### src/rtl/cspl_pkg.sv
// Package: shared types and constants for the split-access color register bank.
// Assumes: depth codes 0/1/2 are the encoding seen on depth_o by neighbours.
package cspl_pkg;

    typedef enum logic [1:0] {
        DEPTH_8  = 2'd0,
        DEPTH_16 = 2'd1,
        DEPTH_32 = 2'd2
    } depth_e;

    // Byte length that marks a full-word write.
    localparam int unsigned FULL_LEN = 4;

    // Width of one narrow byte lane.
    localparam int unsigned LANE_W = 8;

endpackage

### src/rtl/cspl_mode_dec.sv
// Module: holds the depth and width fields of the system control value and
// decodes them for the drawing engine.
// Assumes: the reserved depth code keeps the previous depth; unknown width
// codes fall back to 1024 pixels.
module cspl_mode_dec
    import cspl_pkg::*;
#(
    parameter int WIDTH_W = 11
) (
    input  logic               clk,
    input  logic               rst_n,
    input  logic               sc_we,
    input  logic [1:0]         sc_depth_code,
    input  logic [2:0]         sc_width_code,
    output depth_e             depth_o,
    output logic [WIDTH_W-1:0] width_o
);

    depth_e     depth_q;
    logic [2:0] wcode_q;

    // Capture the depth on a control write; the reserved code keeps the old depth.
    always_ff @(posedge clk) begin
        if (!rst_n) begin
            depth_q <= DEPTH_8;
        end else if (sc_we) begin
            case (sc_depth_code)
                2'b00:   depth_q <= DEPTH_8;
                2'b01:   depth_q <= DEPTH_16;
                2'b11:   depth_q <= DEPTH_32;
                default: depth_q <= depth_q;
            endcase
        end
    end

    // Capture the raw width field on a control write.
    always_ff @(posedge clk) begin
        if (!rst_n) begin
            wcode_q <= 3'b000;
        end else if (sc_we) begin
            wcode_q <= sc_width_code;
        end
    end

    // Translate the stored width field into a pixel count.
    always_comb begin
        case (wcode_q)
            3'b000:  width_o = WIDTH_W'(1024);
            3'b001:  width_o = WIDTH_W'(1152);
            3'b010:  width_o = WIDTH_W'(640);
            3'b100:  width_o = WIDTH_W'(800);
            3'b110:  width_o = WIDTH_W'(1280);
            default: width_o = WIDTH_W'(1024);
        endcase
    end

    assign depth_o = depth_q;

endmodule

### src/rtl/cspl_half_ctl.sv
// Module: keeps the wide-transfer bit and the shared half-select toggle.
// Assumes: a narrow write and a performed read never occur in the same cycle
// (the top arbitrates); a control write overrides any access-driven flip.
module cspl_half_ctl
    import cspl_pkg::*;
(
    input  logic   clk,
    input  logic   rst_n,
    input  logic   ctl_we,
    input  logic   ctl_wide_d,
    input  logic   ctl_half_d,
    input  depth_e depth,
    input  logic   wr_narrow,
    input  logic   rd_go,
    output logic   wide_o,
    output logic   half_o,
    output logic   split_o,
    output logic   rd_half_o
);

    logic wide_q;
    logic half_q;
    logic flip;

    // Split mode: 32 bpp without the wide-transfer override.
    always_comb begin
        split_o   = (depth == DEPTH_32) && !wide_q;
        flip      = split_o && (wr_narrow || rd_go);
        rd_half_o = split_o ? ~half_q : half_q;
    end

    // Load the mode bit from the control port.
    always_ff @(posedge clk) begin
        if (!rst_n) begin
            wide_q <= 1'b0;
        end else if (ctl_we) begin
            wide_q <= ctl_wide_d;
        end
    end

    // Update the toggle: the control port first, then the access-driven flip.
    always_ff @(posedge clk) begin
        if (!rst_n) begin
            half_q <= 1'b0;
        end else if (ctl_we) begin
            half_q <= ctl_half_d;
        end else if (flip) begin
            half_q <= ~half_q;
        end
    end

    assign wide_o = wide_q;
    assign half_o = half_q;

endmodule

### src/rtl/cspl_reg_bank.sv
// Module: the register bank. Each entry merges write data according to
// depth, split mode and the current half-select.
// Assumes: DW is even and at least twice the byte lane width.
module cspl_reg_bank
    import cspl_pkg::*;
#(
    parameter int NREG  = 4,
    parameter int DW    = 32,
    parameter int SEL_W = 2
) (
    input  logic                     clk,
    input  logic                     rst_n,
    input  logic                     wr_go,
    input  logic [SEL_W-1:0]         wr_sel,
    input  logic                     wr_full,
    input  depth_e                   depth,
    input  logic                     split,
    input  logic                     half,
    input  logic [DW-1:0]            wdata,
    output logic [NREG-1:0][DW-1:0]  regs_o
);

    localparam int HW = DW / 2;
    localparam int BW = LANE_W;

    // Compute the new register value for one write.
    function automatic logic [DW-1:0] merge_word(
        input logic [DW-1:0] old_v,
        input logic [DW-1:0] new_v,
        input depth_e        dep,
        input logic          spl,
        input logic          hsel,
        input logic          full
    );
        logic [DW-1:0] res;
        if (full) begin
            res = new_v;
        end else begin
            case (dep)
                DEPTH_8:  res = {{(DW-BW){1'b0}}, new_v[BW-1:0]};
                DEPTH_16: res = {{(DW-HW){1'b0}}, new_v[HW-1:0]};
                default: begin
                    if (!spl)
                        res = new_v;
                    else if (hsel)
                        res = {new_v[HW-1:0], old_v[HW-1:0]};
                    else
                        res = {old_v[DW-1:HW], new_v[HW-1:0]};
                end
            endcase
        end
        return res;
    endfunction

    for (genvar g = 0; g < NREG; g++) begin : g_reg
        logic [DW-1:0] val_q;

        // Store a write addressed to this entry.
        always_ff @(posedge clk) begin
            if (!rst_n) begin
                val_q <= '0;
            end else if (wr_go && (wr_sel == SEL_W'(g))) begin
                val_q <= merge_word(val_q, wdata, depth, split, half, wr_full);
            end
        end

        assign regs_o[g] = val_q;
    end

endmodule

### src/rtl/cspl_rd_path.sv
// Module: registered read path that shapes the selected register by depth
// and half-select.
// Assumes: rd_half is the post-flip toggle value supplied by the half control.
module cspl_rd_path
    import cspl_pkg::*;
#(
    parameter int NREG  = 4,
    parameter int DW    = 32,
    parameter int SEL_W = 2
) (
    input  logic                     clk,
    input  logic                     rst_n,
    input  logic                     rd_go,
    input  logic [SEL_W-1:0]         rd_sel,
    input  depth_e                   depth,
    input  logic                     split,
    input  logic                     rd_half,
    input  logic [NREG-1:0][DW-1:0]  regs,
    output logic [DW-1:0]            rdata_o,
    output logic                     rvalid_o
);

    localparam int HW = DW / 2;
    localparam int BW = LANE_W;

    logic [DW-1:0] word;
    logic [DW-1:0] shaped;

    // Select the register and keep only the bits this depth exposes.
    always_comb begin
        word = regs[rd_sel];
        case (depth)
            DEPTH_8:  shaped = {{(DW-BW){1'b0}}, word[BW-1:0]};
            DEPTH_16: shaped = {{(DW-HW){1'b0}}, word[HW-1:0]};
            default: begin
                if (!split)
                    shaped = word;
                else if (rd_half)
                    shaped = {{(DW-HW){1'b0}}, word[HW-1:0]};
                else
                    shaped = {{(DW-HW){1'b0}}, word[DW-1:HW]};
            end
        endcase
    end

    // Register the shaped data and its valid flag.
    always_ff @(posedge clk) begin
        if (!rst_n) begin
            rdata_o  <= '0;
            rvalid_o <= 1'b0;
        end else begin
            rvalid_o <= rd_go;
            if (rd_go)
                rdata_o <= shaped;
        end
    end

endmodule

### src/rtl/color_split_regs.sv
// Module: top of the depth-aware split-access color register bank.
// Arbitrates writes over reads, holds one stalled read and wires the mode
// decoder, half control, register bank and read path together.
// Assumes: the host issues no new read strobe while a stalled read waits.
module color_split_regs
    import cspl_pkg::*;
#(
    parameter int NREG    = 4,
    parameter int DW      = 32,
    parameter int WIDTH_W = 11,
    parameter int LEN_W   = 3,
    localparam int SEL_W  = (NREG > 1) ? $clog2(NREG) : 1
) (
    input  logic               clk,
    input  logic               rst_n,
    input  logic               sc_we,
    input  logic [1:0]         sc_depth_code,
    input  logic [2:0]         sc_width_code,
    input  logic               ctl_we,
    input  logic               ctl_wide_d,
    input  logic               ctl_half_d,
    input  logic               acc_we,
    input  logic               acc_re,
    input  logic [SEL_W-1:0]   acc_sel,
    input  logic [LEN_W-1:0]   acc_len,
    input  logic [DW-1:0]      acc_wdata,
    output logic [DW-1:0]      acc_rdata,
    output logic               acc_rvalid,
    output logic [1:0]         depth_o,
    output logic [WIDTH_W-1:0] width_o,
    output logic               half_o,
    output logic               wide_o
);

    depth_e                  depth;
    logic                    split;
    logic                    rd_half;
    logic                    wr_full;
    logic                    wr_narrow;
    logic                    rd_go;
    logic [SEL_W-1:0]        rd_sel;
    logic                    pend_q;
    logic [SEL_W-1:0]        pend_sel_q;
    logic [NREG-1:0][DW-1:0] regs;

    // Classify the access and decide whether a read is performed this cycle.
    always_comb begin
        wr_full   = (acc_len == LEN_W'(FULL_LEN));
        wr_narrow = acc_we && !wr_full;
        rd_go     = (acc_re || pend_q) && !acc_we;
        rd_sel    = pend_q ? pend_sel_q : acc_sel;
    end

    // Hold a read that lost arbitration to a write.
    always_ff @(posedge clk) begin
        if (!rst_n) begin
            pend_q     <= 1'b0;
            pend_sel_q <= '0;
        end else begin
            pend_q <= (acc_re || pend_q) && acc_we;
            if (acc_re && acc_we)
                pend_sel_q <= acc_sel;
        end
    end

    cspl_mode_dec #(
        .WIDTH_W (WIDTH_W)
    ) u_mode (
        .clk           (clk),
        .rst_n         (rst_n),
        .sc_we         (sc_we),
        .sc_depth_code (sc_depth_code),
        .sc_width_code (sc_width_code),
        .depth_o       (depth),
        .width_o       (width_o)
    );

    cspl_half_ctl u_half (
        .clk        (clk),
        .rst_n      (rst_n),
        .ctl_we     (ctl_we),
        .ctl_wide_d (ctl_wide_d),
        .ctl_half_d (ctl_half_d),
        .depth      (depth),
        .wr_narrow  (wr_narrow),
        .rd_go      (rd_go),
        .wide_o     (wide_o),
        .half_o     (half_o),
        .split_o    (split),
        .rd_half_o  (rd_half)
    );

    cspl_reg_bank #(
        .NREG  (NREG),
        .DW    (DW),
        .SEL_W (SEL_W)
    ) u_bank (
        .clk     (clk),
        .rst_n   (rst_n),
        .wr_go   (acc_we),
        .wr_sel  (acc_sel),
        .wr_full (wr_full),
        .depth   (depth),
        .split   (split),
        .half    (half_o),
        .wdata   (acc_wdata),
        .regs_o  (regs)
    );

    cspl_rd_path #(
        .NREG  (NREG),
        .DW    (DW),
        .SEL_W (SEL_W)
    ) u_rd (
        .clk      (clk),
        .rst_n    (rst_n),
        .rd_go    (rd_go),
        .rd_sel   (rd_sel),
        .depth    (depth),
        .split    (split),
        .rd_half  (rd_half),
        .regs     (regs),
        .rdata_o  (acc_rdata),
        .rvalid_o (acc_rvalid)
    );

    assign depth_o = depth;

endmodule

### config.mk
export PLATFORM = sky130hd
export DESIGN_NAME = color_split_regs
export DESIGN_NICKNAME = d
export VERILOG_FILES = /design/src/rtl/cspl_pkg.sv /design/src/rtl/cspl_mode_dec.sv /design/src/rtl/cspl_half_ctl.sv /design/src/rtl/cspl_reg_bank.sv /design/src/rtl/cspl_rd_path.sv /design/src/rtl/color_split_regs.sv
export SDC_FILE = /design/constraint.sdc
export NUM_CORES = 1
export LEC_CHECK = 0
export CORE_AREA = 2 2 157 159
export DETAILED_ROUTE_END_ITERATION = 6
export DIE_AREA = 0 0 159 161
export HOLD_SLACK_MARGIN = 0.02
export PLACE_DENSITY = 0.55
export SYNTH_ARGS = -nofsm -noshare
export SYNTH_HDL_FRONTEND = slang
export SYNTH_HIERARCHICAL = 1
export SYNTH_SLANG_ARGS = --single-unit
### constraint.sdc
create_clock -name clk -period 2 [get_ports clk]
set_input_delay 0.5 -clock clk [delete_from_list [all_inputs] [get_ports clk]]
set_output_delay 0.5 -clock clk [all_outputs]
set_load 0.1 [all_outputs]
==> results of run 1 <==
how the worst max path moves through the flow:
stage / start / end / slack, ps / depth (start not counted)
6_report: acc_sel[0] / u_rd/rdata_o[14] / 30 / 7
2_1_floorplan: u_mode/wcode_q[2] / width_o[9] / -40 / 3
5_1_grt: acc_sel[0] / u_rd/rdata_o[30] / -0.2 / 7
4_1_cts: acc_len[0] / u_bank/g_reg[0].val_q[26] / 20 / 7
3_5_place_dp: acc_len[0] / u_bank/g_reg[0].val_q[26] / -440 / 7
3_3_place_gp: acc_sel[0] / u_rd/rdata_o[30] / -380 / 7
report_power, final:
part | total, mW | switching (mW) | internal [mW]
logic | 1.65 | 0.971 | 0.682
registers | 3.63 | 0.0916 | 3.54
clock network | 3.61 | 1.50 | 2.10
total | 8.89 | 2.57 | 6.32
routing by layer:
metal,part of all wire,up-vias
met5,0.00047,-
met4,0.024,2
met3,0.058,30
met2,0.46,282
met1,0.46,3549
li1,-,3498
flip-flops by register name (all words and copies together), names as in the netlist:
| signal | count |
|---|---|
| u_mode/depth_o | 2 |
| u_rd/rvalid_o | 1 |
| u_rd/rdata_o | 32 |
| u_bank/g.val_q | 128 |
| pend_sel_q | 2 |
| u_mode/wcode_q | 3 |
| pend_q | 1 |
| u_half/wide_o | 1 |
| u_half/half_o | 1 |
metrics by stage:
step	hold slack (ps)	total power, mW
after global placement	452	5.31
after floorplan	439	4.62
after global routing	476	9.17
final	453	8.89
after CTS	459	8.90
after detailed placement	457	5.32
worst reg2reg max path: stages (launching register included):
cell and delay (ps):
dfxtp_1 400, mux2_4 380, clkbuf_16 200, nand2b_1 270
o221ai_1 300, buf_4 190, a21oi_1 60
logic make-up (layout without fill, tap and decap cells):
family | Yosys count | count (layout)
AO/OA/AOI/OAI | 338 | 338
XOR/XNOR | 3 | 3
buffers and inverters | 104 | 246
flip-flops | 171 | 171
multiplexers | 44 | 44
other | 1 | 6
AND/OR/NAND/NOR | 194 | 194
layout make-up:
type                            instances  area share
Timing Repair Buffer                  210       0.219
Tap cell                              324      0.0354
Multi-Input combinational cell        585       0.387
Clock buffer                           19      0.0406
Sequential cell                       171       0.300
Inverter                                4     0.00208
Clock inverter                         13      0.0154
placed cells by master, fill, tap and decap left out, types with 5 or more instances in the layout:
cell             instances
dfxtp_2                  5
mux4_2                  19
and2_1                  21
buf_4                   95
mux4_1                   7
o21ai_0                 16
o21ai_1                 63
nand2_1                 14
nand3_1                 35
a221oi_2                 7
clkdlybuf4s50_1         48
dfxtp_1                165
a221oi_4                 9
o221ai_1                 6
and4b_1                 16
a211oi_1                44
a21oi_1                151
mux2_2                  12
nor2_1                  15
clkbuf_16               19
o22ai_1                  8
a211oi_2                20
nor2b_1                 37
conb_1                   6
nand4_1                 32
buf_12                  63
repair_timing:
| action | CTS | global route |
|---|---|---|
| setup endpoints to repair | 0 | 62 |
| gates resized for setup | 0 | 10 |
| buffers inserted | 0 | 4 |
==> results.toml, run 1 <==
[yosys]
ys_seq_elements = 171
synthArstFlopShare = 0
seq_area_frac_synth = 0.415
syn-cell-area_sq_mm = 0.00824
muxShareOfSynthArea = 0.0996
synth_compound_area_frac = 0.269
synth_edf_count = 0
synth-simple-area-share = 0.147
yosysWarnings = 6
yosysMostFrequentCell = "dfxtp_1"
synth_top_family_by_area = "compound AO/OA/AOI/OAI gates"
synthDistinctLibCells = 56
syn_avg_cell_area_sq_um = 9.64
synth_common_cells = "171 x dfxtp_1, 152 x a21oi_1, 63 x o21ai_1, 44 x a211oi_1"
synth-xor-area-share = 0.00319
netlist_instances = 855
synth_area_leaders = "dfxtp_1 42%, a21oi_1 9.2%, mux4_2 4.9%"
synth_ff_type = "dfxtp_1"
synth.top_cell.area_share = 0.415
synth_top_cell_by_area = "dfxtp_1"
synth-adder-area-share = 0

[drt]
wl_um = 27900
postRouteAntennaNets = 0
avgRoutedWirePerCell_um = 21.1
viasPerCell = 5.55
drc_errors = 0
dr.pass1.iters = 6
drtIter0Drc = 706
vias = 7361

[finish]
antenna_cells = 0
layout-drive-gt1-share = 0.291
multi_input_area_sq_mm = 0.00443
fillCellCount = 2247
regArea_sq_mm = 0.00343
final_cell_area_sq_mm = 0.0114
utilization = 0.478
area_delta_synth_final_pct = 38.9
layout.nets = 1039
fin_cells = 1326

[critical_path]
crit_type = "input port to register"
end_kind = "register"
r2r-start = "pend_q"
r2r_slack_ps = 90
crit_fanout = 9
slowest_delay_ps = 430
arrival_ps = 2300
slowest_stage = "clkdlybuf4s50_1"
ff2ff_path_depth = 6
cp_top_family = "buffers and inverters"
required_ps = 2330
startpoint_type = "input port"
cp_cell_sequence = "clkdlybuf4s50_1 > mux2_4 > clkbuf_16 > nand2b_1 > o221ai_1 > buf_4 > a21oi_1"
cp_num_buf_inv = 3
worstReg2RegEnd = "u_rd/rdata_o[14]"

[run]
drv_cap = 0

[die]
num_rows = 57
die_y_um = 161
initial_core_util = 0.344
die_area_sq_mm = 0.0256
fp.coreArea_sq_mm = 0.0240
die_x_um = 159
ios = 98

[clock_tree]
clk_latency_ps = 440
clk_path_buf_depth = 2
cts_buffers = 17
ctsHoldBuffers = 0
clock-sinks = 171
cts_tree = "built"
clk_pin_slew_ps = 70
htreeDepth = 4
clk_root_buffer_cell = "clkbuf_16"

[sta]
fin_crit_sh = 0.985
hold_viol_final = 0
setup_violations = 0
fin_setup_tns_ps = 0
layout_setup_ws_ps = 29.8
max_clock_freq_mhz = 508
fin_skew_ps = 14.1
slew_viol_final = 0
fin_crit_ps = 1970

[min_path]
hold_path_depth = 3
hold_class = "input port to register"
hp-start = "rst_n"
holdPathEnd = "pend_q"

[status]
status = "complete, no violations"

[place]
placed_area_sq_mm = 0.0107
post-dp-hpwl_um = 19600
placedCellCount = 1289
gp_congestion = 0.802
pre_cts_slack_ps = -439
port_buffers = 91

[global_routing]
grt.overflow.total = 0
grt_use_met1 = 0.301
top_usage_layer = "met2"
grt_use_met2 = 0.343
grt_antenna_before_repair = 1
grt_usage = 0.216
use_met3 = 0.0362
grt_max_degree = 45
grt_pass1_vias = 7074
grt_pass1_wl_um = 42500

[power_and_ir_drop]
p_per_area_mw_per_mm2 = 777
vdd_drop_max_mv = 0.495
cellLeakagePower_nw = 4.10
Power figures use the tool's default switching activity.
==> run 2: changes to the inputs <==
==> constraint.sdc (replaced) <==
create_clock -name clk -period 2 [get_ports clk]
set_input_delay 0.3 -clock clk [delete_from_list [all_inputs] [get_ports clk]]
set_output_delay 0.3 -clock clk [all_outputs]
set_load 0.1 [all_outputs]
==> run 2 against run 1 <==
- wire length shrank 1.2%
- setup slack gained 79 ps
- die area is the same
- first-iteration DRC count shrank 2.4%
- utilization shrank 2.8 points
- worst hold slack lost 170 ps
- cell count shrank 1.6%
- clock skew shrank 5.2 ps
- sequential share of layout area grew 1.8 points
- critical endpoint is now depth_o[1]
- largest cell class unchanged
- highest routed layer is now met4
==> results.toml, run 2 (same netlist as run 1, synthesis figures left out) <==
[status]
status = "complete, no violations"

[clock_tree]
cts_buffers = 17
clock-sinks = 171
clk_pin_slew_ps = 70
clk_path_buf_depth = 2
clk_latency_ps = 420
htreeDepth = 4
cts_tree = "built"
clk_root_buffer_cell = "clkbuf_16"

[drt]
dr.pass1.iters = 5
drtIter0Drc = 689
drc_errors = 0
avgRoutedWirePerCell_um = 21.2
wl_um = 27600
viasPerCell = 5.58
postRouteAntennaNets = 0
vias = 7279

[power_and_ir_drop]
p_int_mw = 5.92
vdd_drop_max_mv = 0.446
cellLeakagePower_nw = 3.85
power_switching_mw = 2.48
p_comb_frac = 0.185
p_per_area_mw_per_mm2 = 779
pwr-share-seq = 0.431
switching_share = 0.295
clock_power_share = 0.384
p_total_mw = 8.40

[min_path]
hold_class = "input port to register"
hold_path_depth = 3

[place]
post-dp-hpwl_um = 19300
gp_congestion = 0.808
port_buffers = 91

[finish]
multi_input_area_sq_mm = 0.00442
regArea_sq_mm = 0.00343
area_delta_synth_final_pct = 30.8
fillCellCount = 2365
largest_reg_flops = 128
utilization = 0.450
layout-drive-gt1-share = 0.272
layout.nets = 1018
final_common_cell = "dfxtp_1"
mostFrequentLayoutCells = "167 x dfxtp_1, 152 x a21oi_1, 108 x buf_4"
antenna_cells = 0
reg_top3 = "u_bank/g.val_q (128), u_rd/rdata_o (32), u_mode/wcode_q (3)"
largest_register = "u_bank/g.val_q"

[sta]
worst_slew_pin_slew_ps = 506
setup_violations = 0
slew_viol_final = 0
fin_crit_sh = 0.945
hold_slack_ps = 286
fin_skew_ps = 8.90
max_slew_margin = 0.663
rsz0062_at_grt = "no"
fin_crit_ps = 1890
max_clock_freq_mhz = 529
hold_viol_final = 0

[critical_path]
crit_fanout = 16
slowest_delay_ps = 410
end_kind = "primary output"
path_common_cell = "buf_4"
startpoint_type = "register"
ff2ff_path_depth = 6
arrival_ps = 1590
slowest_stage = "buf_4"
crit_type = "register to primary output"
cp_cell_sequence = "buf_4 > buf_4 > buf_12"
required_ps = 1700

[run]
drv_cap = 0

[die]
fp.coreArea_sq_mm = 0.0240
die_y_um = 161
initial_core_util = 0.344
die_area_sq_mm = 0.0256
ios = 98
die_x_um = 159
num_rows = 57

[global_routing]
grt_usage = 0.216
grt_antenna_before_repair = 0
grt_max_degree = 52
grt_pass1_wl_um = 42900
grt.overflow.total = 0
grt_pass1_vias = 7049
run 2: what timing repair did:
action / 4_1_cts / 5_1_grt
setup endpoints to repair: 0 / 6
buffers inserted: 0 / 0
gates resized for setup: 0 / 3
hold buffers: 0 / 0
run 2: per-stage QoR:
stage / std cells / setup slack (ps) / setup TNS (ps) / cell area (sq um)
global placement: 1273 / -152 / -7670 / 10200
CTS: 1305 / 73.3 / 0 / 10800
global route: 1305 / 33.3 / 0 / 10800
floorplan: 860 / -15.6 / -77.1 / 8380
finish: 1305 / 109 / 0 / 10800
detailed placement: 1273 / -184 / -10050 / 10200
run 2: final timing paths:
check	slack, ps	start	to
max	110	u_mode/depth_o[1]	depth_o[1]
max reg2reg	160	pend_q	u_rd/rdata_o[8]
min	290	rst_n	u_bank/g_reg[3].val_q[2]
min reg2reg	460	pend_sel_q[1]	pend_sel_q[1]
run 2: final cells by class:
type / count / share of cell area
tap: 324 / 0.0376
timing repair buffer: 189 / 0.179
clock inverter: 13 / 0.0110
multi-input combinational: 585 / 0.410
inverter: 4 / 0.00221
sequential: 171 / 0.318
clock buffer: 19 / 0.0420
run 2: worst max-delay path: cells and delay by family, from the launching register on:
kind	cells	cell delay, ps
buf+inv	3	820
flops	1	340
run 2: layer usage:
layer	vias to the layer above	routed length (um)	track usage
met2	228	12400	0.335
met1	3570	13000	0.304
met3	27	1510	0.0398
met5	-	0	0
li1	3454	-	-
met4	0	748	0.0764
run 2: power groups by stage:
stage | clock network [mW] | registers, mW | logic, mW
detailed placement | 0 | 3.69 | 1.55
finish | 3.23 | 3.62 | 1.55
CTS | 3.28 | 3.61 | 1.55
global route | 3.42 | 3.63 | 1.64
global placement | 0 | 3.69 | 1.54
floorplan | 0 | 3.87 | 0.754
==> run 3: changes to the inputs <==
CORE_AREA = 2 2 132 134   (was 2 2 157 159)
DIE_AREA = 0 0 134 136   (was 0 0 159 161)
PLACE_DENSITY = 0.73   (was 0.55)
==> run 3 against run 2 <==
- clock skew shrank 3.7 ps
- sequential cell count is the same
- sequential share of layout area grew 1.1 points
- power shrank 2.7%
- first-iteration DRC count grew 39%
- combinational power shrank 3%
- fmax shrank 3.0%
- count of clock-buffer cells in the layout grew 5
- largest cell class unchanged
- highest routed layer unchanged
==> results.toml, run 3 (same netlist as run 1, synthesis figures left out) <==
[place]
placed_area_sq_mm = 0.00986
gp_congestion = 0.878
post-dp-hpwl_um = 17800
port_buffers = 91

[global_routing]
grt_pass1_wl_um = 40000
grt_max_degree = 61
grt_antenna_before_repair = 0
grt.overflow.total = 0
grt_pass1_vias = 7171
grt_usage = 0.288

[die]
initial_core_util = 0.488
fp.coreArea_sq_mm = 0.0169
die_y_um = 136
ios = 98
die_x_um = 134
num_rows = 48
die_area_sq_mm = 0.0182

[critical_path]
cp_top_family = "multiplexers"
crit_type = "input port to register"
slowest_delay_ps = 650
r2r_slack_ps = 70
crit_fanout = 10
worstReg2RegEnd = "u_rd/rdata_o[3]"
arrival_ps = 2270
cp.depth = 5
r2r-start = "pend_sel_q[0]"
slowest_stage = "mux4_1"
endpoint = "u_rd/rdata_o[3]"
cp_cell_sequence = "clkdlybuf4s50_1 > mux2_4 > mux4_1 > o22ai_1 > nor2_1"
required_ps = 2320
startpoint_type = "input port"
ff2ff_path_depth = 4
end_kind = "register"
crit_start = "acc_sel[0]"
cp_num_buf_inv = 1

[power_and_ir_drop]
p_per_area_mw_per_mm2 = 785
clock_power_share = 0.372
power_switching_mw = 2.37
p_int_mw = 5.80
vdd_drop_max_mv = 0.667
cellLeakagePower_nw = 3.76
pwr-share-seq = 0.444
switching_share = 0.290
p_comb_frac = 0.184
p_total_mw = 8.17

[finish]
utilization = 0.617
fillCellCount = 1443
largest_register = "u_bank/g.val_q"
area_delta_synth_final_pct = 26.3
final_common_cell = "dfxtp_1"
layout-drive-gt1-share = 0.266
layout.nets = 1013
final_cell_area_sq_mm = 0.0104
mostFrequentLayoutCells = "166 x dfxtp_1, 152 x a21oi_1, 116 x buf_4"
reg_top3 = "u_bank/g.val_q (128), u_rd/rdata_o (32), u_mode/wcode_q (3)"
antenna_cells = 0
largest_reg_flops = 128

[drt]
viasPerCell = 6.31
avgRoutedWirePerCell_um = 22.0
drc_errors = 0
wl_um = 26400
drtIter0Drc = 959
vias = 7561
postRouteAntennaNets = 0
dr.pass1.iters = 5

[sta]
hold_viol_final = 0
setup_violations = 0
max_slew_margin = 0.657
slew_viol_final = 0
worst_slew_pin_slew_ps = 515
rsz0062_at_grt = "no"
fin_crit_ps = 1950
hold_slack_ps = 407
fin_skew_ps = 5.19
max_clock_freq_mhz = 513
fin_crit_sh = 0.974

[clock_tree]
cts_tree = "built"
cts_buffers = 17
htreeDepth = 4
clk_root_buffer_cell = "clkbuf_16"
clk_latency_ps = 430
clock-sinks = 171
ctsHoldBuffers = 0
post_cts_buffers = 0
postCtsResizedCells = 0
clk_path_buf_depth = 2
clk_pin_slew_ps = 60

[run]
drv_cap = 0

[min_path]
hold_class = "input port to register"

[status]
status = "complete, no violations"
## run 3: cell count changes in the layout (fill, tap and decap cells not counted), moves of 2 or more
cell      previous run  this run
clkbuf_8             2         4
buf_4              108       116
clkbuf_1             0         3
inv_6                2         0
clkinv_4             3         0
buf_12              31        18
## run 3: how the worst min path moves through the flow
stage                           startpoint                  endpoint  slack (ps)  cells past startpoint
after floorplan           sc_depth_code[1]         u_mode/depth_o[0]         410                      1
after global placement       pend_sel_q[1]             pend_sel_q[1]         450                      2
after detailed placement     pend_sel_q[0]             pend_sel_q[0]         460                      2
after CTS                            rst_n  u_bank/g_reg[3].val_q[2]         400                      4
after global routing                 rst_n  u_bank/g_reg[2].val_q[1]         410                      4
final                                rst_n  u_bank/g_reg[0].val_q[1]         410                      4
## run 3: layout make-up
type	count	area, sq um	area share
multi-input combinational	586	4430	0.425
sequential	171	3430	0.330
tap	225	282	0.0270
clock inverter	6	38.8	0.00373
clock buffer	24	492	0.0472
inverter	4	23.8	0.00228
timing repair buffer	183	1720	0.165
## run 3: routing by layer
metal / wire length [um] / GRT usage / vias up
met1: 10800 / 0.378 / 3606
met2: 12200 / 0.464 / 452
met3: 2570 / 0.0597 / 56
li1: - / - / 3447
met5: 0 / 0 / -
met4: 776 / 0.122 / 0
## run 3: power groups by stage
stage	Clock, mW	Sequential [mW]	Combinational (mW)
3_3_place_gp	0	3.69	1.46
5_1_grt	3.19	3.64	1.57
6_report	3.04	3.63	1.50
3_5_place_dp	0	3.70	1.48
2_1_floorplan	0	3.87	0.754
4_1_cts	3.04	3.62	1.48
## run 3: worst reg2reg max path: cells and delay by family (launching register included)
family	cells	cell delay [ps]
muxes	2	1020
DFF	1	480
AOI/OAI and AO/OA	1	250
and+or+nand+nor	1	70
## run 3: metrics by stage
step	worst slack, ps	cells	TNS, ps
6_report	51.5	1199	0
5_1_grt	8.91	1199	0
4_1_cts	64.1	1198	0
3_5_place_dp	-286	1168	-13460
3_3_place_gp	-277	1168	-12100
2_1_floorplan	-15.6	860	-77.1
